--- config.mk ---
export PLATFORM = sky130hd
export DESIGN_NAME = sdiag_router
export DESIGN_NICKNAME = d
export VERILOG_FILES = /design/src/rtl/sdiag_pkg.sv /design/src/rtl/sdiag_cfg_reg.sv /design/src/rtl/sdiag_data_mux.sv /design/src/rtl/sdiag_pin_ctl.sv /design/src/rtl/sdiag_router.sv
export SDC_FILE = /design/constraint.sdc
export NUM_CORES = 1
export LEC_CHECK = 0
export BUFFER_PORTS_ARGS = -buffer_cell sky130_fd_sc_hd__buf_2
export CORE_UTILIZATION = 25
export DETAILED_ROUTE_END_ITERATION = 8
export PLACE_DENSITY_LB_ADDON = 0.08
export RECOVER_POWER = 100
export SLEW_MARGIN = 10
export SYNTH_ARGS = -nofsm -noshare
export SYNTH_HDL_FRONTEND = slang
export SYNTH_SLANG_ARGS = --single-unit
--- constraint.sdc ---
create_clock -name clk -period 2.2 [get_ports clk]
set_input_delay 0.44 -clock clk [delete_from_list [all_inputs] [get_ports clk]]
set_output_delay 0.44 -clock clk [all_outputs]
set_load 0.005 [all_outputs]
--- src/rtl/sdiag_pkg.sv ---
package sdiag_pkg;

    localparam int CFG_W     = 16;
    localparam int FZ_BIT    = 15;
    localparam int DIAG_LSB  = 12;
    localparam int DIAG_W    = 2;
    localparam int N_AUX     = 2;
    localparam int N_RTS     = 3;

    typedef enum logic [DIAG_W-1:0] {
        DIAG_NORMAL  = 2'b00,
        DIAG_ECHO    = 2'b01,
        DIAG_INTLOOP = 2'b10,
        DIAG_LOOPCTL = 2'b11
    } diag_e;

    typedef enum logic [1:0] {
        LIF_NMSI = 2'b00,
        LIF_IDL  = 2'b01,
        LIF_PCM  = 2'b10,
        LIF_GCI  = 2'b11
    } lif_e;

    typedef struct packed {
        logic  force_zero;
        diag_e diag;
    } ctl_s;

    function automatic ctl_s decode_ctl(input logic [CFG_W-1:0] word);
        ctl_s c;
        c.force_zero = word[FZ_BIT];
        c.diag       = diag_e'(word[DIAG_LSB +: DIAG_W]);
        return c;
    endfunction

    function automatic logic lif_floats_in_loopctl(input lif_e t);
        return (t == LIF_IDL) || (t == LIF_PCM);
    endfunction

    function automatic logic grant_bypassed(input diag_e d);
        return (d == DIAG_ECHO) || (d == DIAG_INTLOOP);
    endfunction

endpackage

--- src/rtl/sdiag_cfg_reg.sv ---
module sdiag_cfg_reg
    import sdiag_pkg::*;
#(
    parameter int W = CFG_W
) (
    input  logic         clk,
    input  logic         rst,
    input  logic         wr_en,
    input  logic [W-1:0] wdata,
    output logic [W-1:0] q
);

    always_ff @(posedge clk) begin
        if (rst) begin
            q <= '0;
        end else if (wr_en) begin
            q <= wdata;
        end
    end

    AST_RESET_CLEARS: assert property (@(posedge clk) $past(rst) |-> q == '0) else $error("reset value");
    AST_WRITE_STORES: assert property (@(posedge clk) disable iff (rst)
        (!$past(rst) && $past(wr_en)) |-> q == $past(wdata)) else $error("write lost");
    AST_HOLD_NO_WRITE: assert property (@(posedge clk) disable iff (rst)
        (!$past(rst) && !$past(wr_en)) |-> $stable(q)) else $error("spurious change");

endmodule

--- src/rtl/sdiag_data_mux.sv ---
module sdiag_data_mux
    import sdiag_pkg::*;
(
    input  diag_e diag,
    input  logic  fz_act,
    input  logic  tx_core,
    input  logic  line_rx,
    output logic  line_tx,
    output logic  rx_core
);

    logic routed_tx;

    always_comb begin
        unique case (diag)
            DIAG_NORMAL: begin
                routed_tx = tx_core;
                rx_core   = line_rx;
            end
            DIAG_ECHO: begin
                routed_tx = line_rx;
                rx_core   = line_rx;
            end
            DIAG_INTLOOP: begin
                routed_tx = tx_core;
                rx_core   = tx_core;
            end
            DIAG_LOOPCTL: begin
                routed_tx = 1'b1;
                rx_core   = tx_core;
            end
            default: begin
                routed_tx = tx_core;
                rx_core   = line_rx;
            end
        endcase
    end

    assign line_tx = fz_act ? 1'b0 : routed_tx;

endmodule

--- src/rtl/sdiag_pin_ctl.sv ---
module sdiag_pin_ctl
    import sdiag_pkg::*;
#(
    parameter int NA = N_AUX,
    parameter int NR = N_RTS
) (
    input  diag_e          diag,
    input  lif_e           lif,
    input  logic           fz_act,
    input  logic [NA-1:0]  aux_core,
    input  logic [NR-1:0]  rts_core,
    input  logic           gnt_pin,
    output logic [NA-1:0]  aux_pin,
    output logic [NR-1:0]  rts_pin,
    output logic           gnt_core,
    output logic           line_oe
);

    logic loopctl;
    assign loopctl = (diag == DIAG_LOOPCTL);

    for (genvar i = 0; i < NA; i++) begin : g_aux
        assign aux_pin[i] = loopctl ? 1'b1 : aux_core[i];
    end

    for (genvar j = 0; j < NR; j++) begin : g_rts
        assign rts_pin[j] = loopctl ? 1'b1 : rts_core[j];
    end

    assign gnt_core = grant_bypassed(diag) ? 1'b1 : gnt_pin;
    assign line_oe  = fz_act ? 1'b1 : !(loopctl && lif_floats_in_loopctl(lif));

endmodule

--- src/rtl/sdiag_router.sv ---
module sdiag_router
    import sdiag_pkg::*;
(
    input  logic             clk,
    input  logic             rst,
    input  logic             cfg_wr,
    input  logic [15:0]      cfg_wdata,
    output logic [15:0]      cfg_rdata,
    input  logic [1:0]       lif_sel,
    input  logic             tx_bit_core,
    output logic             rx_bit_core,
    input  logic             line_rxd,
    output logic             line_txd,
    output logic             line_txd_oe,
    input  logic [1:0]       aux_txd_core,
    output logic [1:0]       aux_txd,
    input  logic [2:0]       rts_core,
    output logic [2:0]       rts_out,
    input  logic             req_core,
    output logic             req_out,
    input  logic             gnt_in,
    output logic             gnt_core
);

    logic [CFG_W-1:0] cfg_q;
    ctl_s             ctl;
    lif_e             lif;
    logic             fz_act;

    sdiag_cfg_reg #(.W(CFG_W)) u_cfg (
        .clk   (clk),
        .rst   (rst),
        .wr_en (cfg_wr),
        .wdata (cfg_wdata),
        .q     (cfg_q)
    );

    assign cfg_rdata = cfg_q;
    assign ctl       = decode_ctl(cfg_q);
    assign lif       = lif_e'(lif_sel);
    assign fz_act    = ctl.force_zero && (lif == LIF_GCI);

    sdiag_data_mux u_mux (
        .diag    (ctl.diag),
        .fz_act  (fz_act),
        .tx_core (tx_bit_core),
        .line_rx (line_rxd),
        .line_tx (line_txd),
        .rx_core (rx_bit_core)
    );

    sdiag_pin_ctl #(.NA(N_AUX), .NR(N_RTS)) u_pins (
        .diag     (ctl.diag),
        .lif      (lif),
        .fz_act   (fz_act),
        .aux_core (aux_txd_core),
        .rts_core (rts_core),
        .gnt_pin  (gnt_in),
        .aux_pin  (aux_txd),
        .rts_pin  (rts_out),
        .gnt_core (gnt_core),
        .line_oe  (line_txd_oe)
    );

    assign req_out = req_core;

    AST_LOOP_RX_FROM_TX: assert property (@(posedge clk) disable iff (rst)
        (cfg_rdata[13] == 1'b1) |-> rx_bit_core == tx_bit_core) else $error("loop rx");
    AST_ECHO_RX_LINE: assert property (@(posedge clk) disable iff (rst)
        (cfg_rdata[13:12] == 2'b01 && !fz_act) |-> line_txd == line_rxd) else $error("echo");
    AST_GRANT_BYPASS: assert property (@(posedge clk) disable iff (rst)
        (cfg_rdata[13] != cfg_rdata[12]) |-> gnt_core) else $error("grant");
    AST_RTS_FORCED: assert property (@(posedge clk) disable iff (rst)
        (cfg_rdata[13:12] == 2'b11) |-> $countones(rts_out) == N_RTS) else $error("rts");
    AST_FLOAT_ONLY_LOOPCTL: assert property (@(posedge clk) disable iff (rst)
        !line_txd_oe |-> (cfg_rdata[13:12] == 2'b11 && (lif_sel == 2'b01 || lif_sel == 2'b10))) else $error("oe");
    AST_FORCE_ZERO: assert property (@(posedge clk) disable iff (rst)
        (cfg_rdata[15] && lif_sel == 2'b11) |-> (!line_txd && line_txd_oe)) else $error("fz");

endmodule

==> metrics.txt <==
Top reg by flops=u_cfg.q; critical register-to-register path startpoint=u_cfg.q[12]$_SDFFE_PP0P_; CP Capture Type=output port; Sw Ratio=23.9%; ant diodes=0; Antenna Nets Post-Route=0; Yosys warning total=0; initial antenna violation count=0; max reg flops=16; Hold WS=0.386 ns; CTS Root Cell=clkbuf_4; Comb pwr share=roughly 17%; DRC viols=4; number of core rows=19; Nets=between 150 and 200; global-route wire length before repair=approximately 2.5 mm; synthesized area=between 700 and 800 um2; clk slew on worst S/H paths=0.09 ns; Port Buffer Count=53; Synth area leader=dfxtp_1; clock skew=0 ns; setup TNS=0 ns; fmax=501 MHz; Post-CTS Setup Bufs=0; Longest Clk Path Bufs=2; worst hold path cell count=3; Critical Path RT=1.76 ns; Vias=655; Leak=0.563 nW; largest cells by area after synthesis=dfxtp_1 (43%), mux2i_1 (21%), nor2_1 (8.5%); Synthesized Nets=108; fill count=311; Regs by FF count=u_cfg.q x16; Crit Path Max Fanout=7; final period demand of the worst path=approximately 2.0 ns; internal reg-to-reg setup slack=between 1 and 1.5 ns; largest net degree at the start of global routing=17; Pint=470 uW; failing checks=DRC; Die X=roughly 57 um; worst slew margin relative to its limit=between 20% and 30%; CP Class=reg -> out; Synth Instances=73; max-cap violations=0; Total GRT Usage=between 10 and 15%; core box area=2810 um2; vias in the first global route=592; area of the multi-input gates=372 um2; PostCTS Resize Cnt=0; hold endpoint=u_cfg.q[5]$_SDFFE_PP0P_; Final period util=90.7%; syn_area_per_cell=10.2 um2; cts bufs inserted=3; area grow syn2layout=37.9%; power per cell area=600 nW/um2; RSZ-0062 raised after global routing=false; hold crit path type=in -> reg; worst-margin pin slew=1.15 ns; Seq cells post-synth=16; top cell type's share of synthesized area=42.9%; reg-to-reg endpoint=u_cfg.q[12]$_SDFFE_PP0P_; full die area=3210 um2; Max H-tree Level=1; DR iter-0 viols=11; setup violators final=0; worst r2r path cells=2; Distinct cells, synth=17; VDD IR max=0.320 mV; final wirelength=about 1.5 mm; via density per instance=4.20; HP Start=cfg_wdata[5]; grt total ovfl=0; status=finished with violations; Psw=148 uW; RePlAce Congestion=0.609; Initial Util=approximately a quarter; number of hold violations in the final report=0; post-cts hold buffer count=0; Crit path arrival time=1.56 ns; I/O pin cnt=between 50 and 60; share of post-route cells with drive strength above 1=44.0%; Seq. cell area=320 um2; Reg power frac=51.4%; Critical Path Source Type=register; Seq/Total Area, Yosys=42.9%; clk_lat worst skew=0.28 ns; Pre-antenna DRT Iters=6; DR WL/cell=approximately 9.7 um; clock share of power=31.2%; chip height=56.7 um; Clock Sinks=16; Slew Viols, Final=0; CTS tree=built
==> Yosys cell counts (all sizes together) <==
| cell | number |
|---|---|
| o211a | 1 |
| nor2 | 17 |
| nand2 | 1 |
| inv | 2 |
| or2 | 5 |
| mux2 | 2 |
| dfxtp | 16 |
| mux2i | 16 |
| ha | 5 |
| buf | 5 |
| nand3 | 1 |
| nand2b | 2 |
==> worst max-delay path: stages (launching register included) <==
cell and delay (ns):
dfxtp_1 0.46, inv_1 0.07, ha_1 0.20, nor2_1 0.09, mux2_2 0.33, buf_2 0.12
==> power groups by stage <==
| stage | logic (mW) | clock network, mW | registers [mW] |
|---|---|---|---|
| floorplan | 0.0601 | 0 | 0.326 |
| global placement | 0.110 | 0 | 0.324 |
| detailed placement | 0.110 | 0 | 0.324 |
| CTS | 0.111 | 0.206 | 0.318 |
| global route | 0.122 | 0.217 | 0.320 |
| finish | 0.107 | 0.193 | 0.318 |
==> area by class of cell <==
| cell class | instances | area share [%] |
|---|---|---|
| multi-input cells | 50 | 36.1 |
| repair buffers | 53 | 24.8 |
| clock buffers | 4 | 3.52 |
| flip-flops and latches | 16 | 31.1 |
| well taps | 31 | 3.77 |
| inverters | 2 | 0.729 |
==> cell families (layout without fill, tap and decap cells) <==
kind of cell	after synthesis	count (layout)	synth area share, %
compound gates	1	1	1.34
mux	18	18	24.5
simple gates	26	26	15.6
buf+inv	7	59	7.37
flops	16	16	42.9
fa+ha+maj	5	5	8.38
==> metrics by stage <==
| step | std cells | util [%] | cell area [um2] | setup slack (ns) | total power [mW] |
|---|---|---|---|---|---|
| floorplan | 73 | - | 747 | 0.666 | 0.386 |
| global placement | 152 | 35.8 | 1000 | 0.531 | 0.434 |
| detailed placement | 152 | 35.8 | 1000 | 0.506 | 0.435 |
| CTS | 156 | 37.1 | 1040 | 0.165 | 0.635 |
| global route | 156 | 36.7 | 1030 | 0.0630 | 0.659 |
| finish | 156 | 36.7 | 1030 | 0.204 | 0.617 |
==> how the worst max path moves through the flow <==
stage | slack (ns) | depth (start not counted) | startpoint | to
global placement | 0.53 | 5 | u_cfg.q[12]$_SDFFE_PP0P_ | rx_bit_core
CTS | 0.16 | 5 | u_cfg.q[12]$_SDFFE_PP0P_ | rx_bit_core
global route | 0.06 | 5 | u_cfg.q[12]$_SDFFE_PP0P_ | rx_bit_core
detailed placement | 0.51 | 5 | u_cfg.q[12]$_SDFFE_PP0P_ | rx_bit_core
floorplan | 0.67 | 4 | u_cfg.q[12]$_SDFFE_PP0P_ | rx_bit_core
finish | 0.20 | 5 | u_cfg.q[12]$_SDFFE_PP0P_ | rx_bit_core
==> layout by cell type (no fill, tap or decap) <==
cell type | synthesis | routed
buf_2 | 1 | 45
clkbuf_1 | 0 | 8
clkbuf_4 | 0 | 3
clkbuf_8 | 0 | 1
dfxtp_1 | 16 | 16
ha_1 | 5 | 5
inv_1 | 2 | 2
mux2_1 | 1 | 1
mux2_2 | 1 | 1
mux2i_1 | 16 | 16
nand2_1 | 1 | 1
nand2b_1 | 2 | 2
nand3_1 | 1 | 1
nor2_1 | 17 | 17
o211a_1 | 1 | 1
or2_2 | 5 | 5
==> routing by layer <==
metal	vias up	wire [um]	global-route usage, %
met2	26	674	15.8
met1	287	698	12.1
li1	340	-	-
met3	2	127	4.61
met4	0	10	3.21
met5	-	0	0
(Power assumes the default switching activity.)
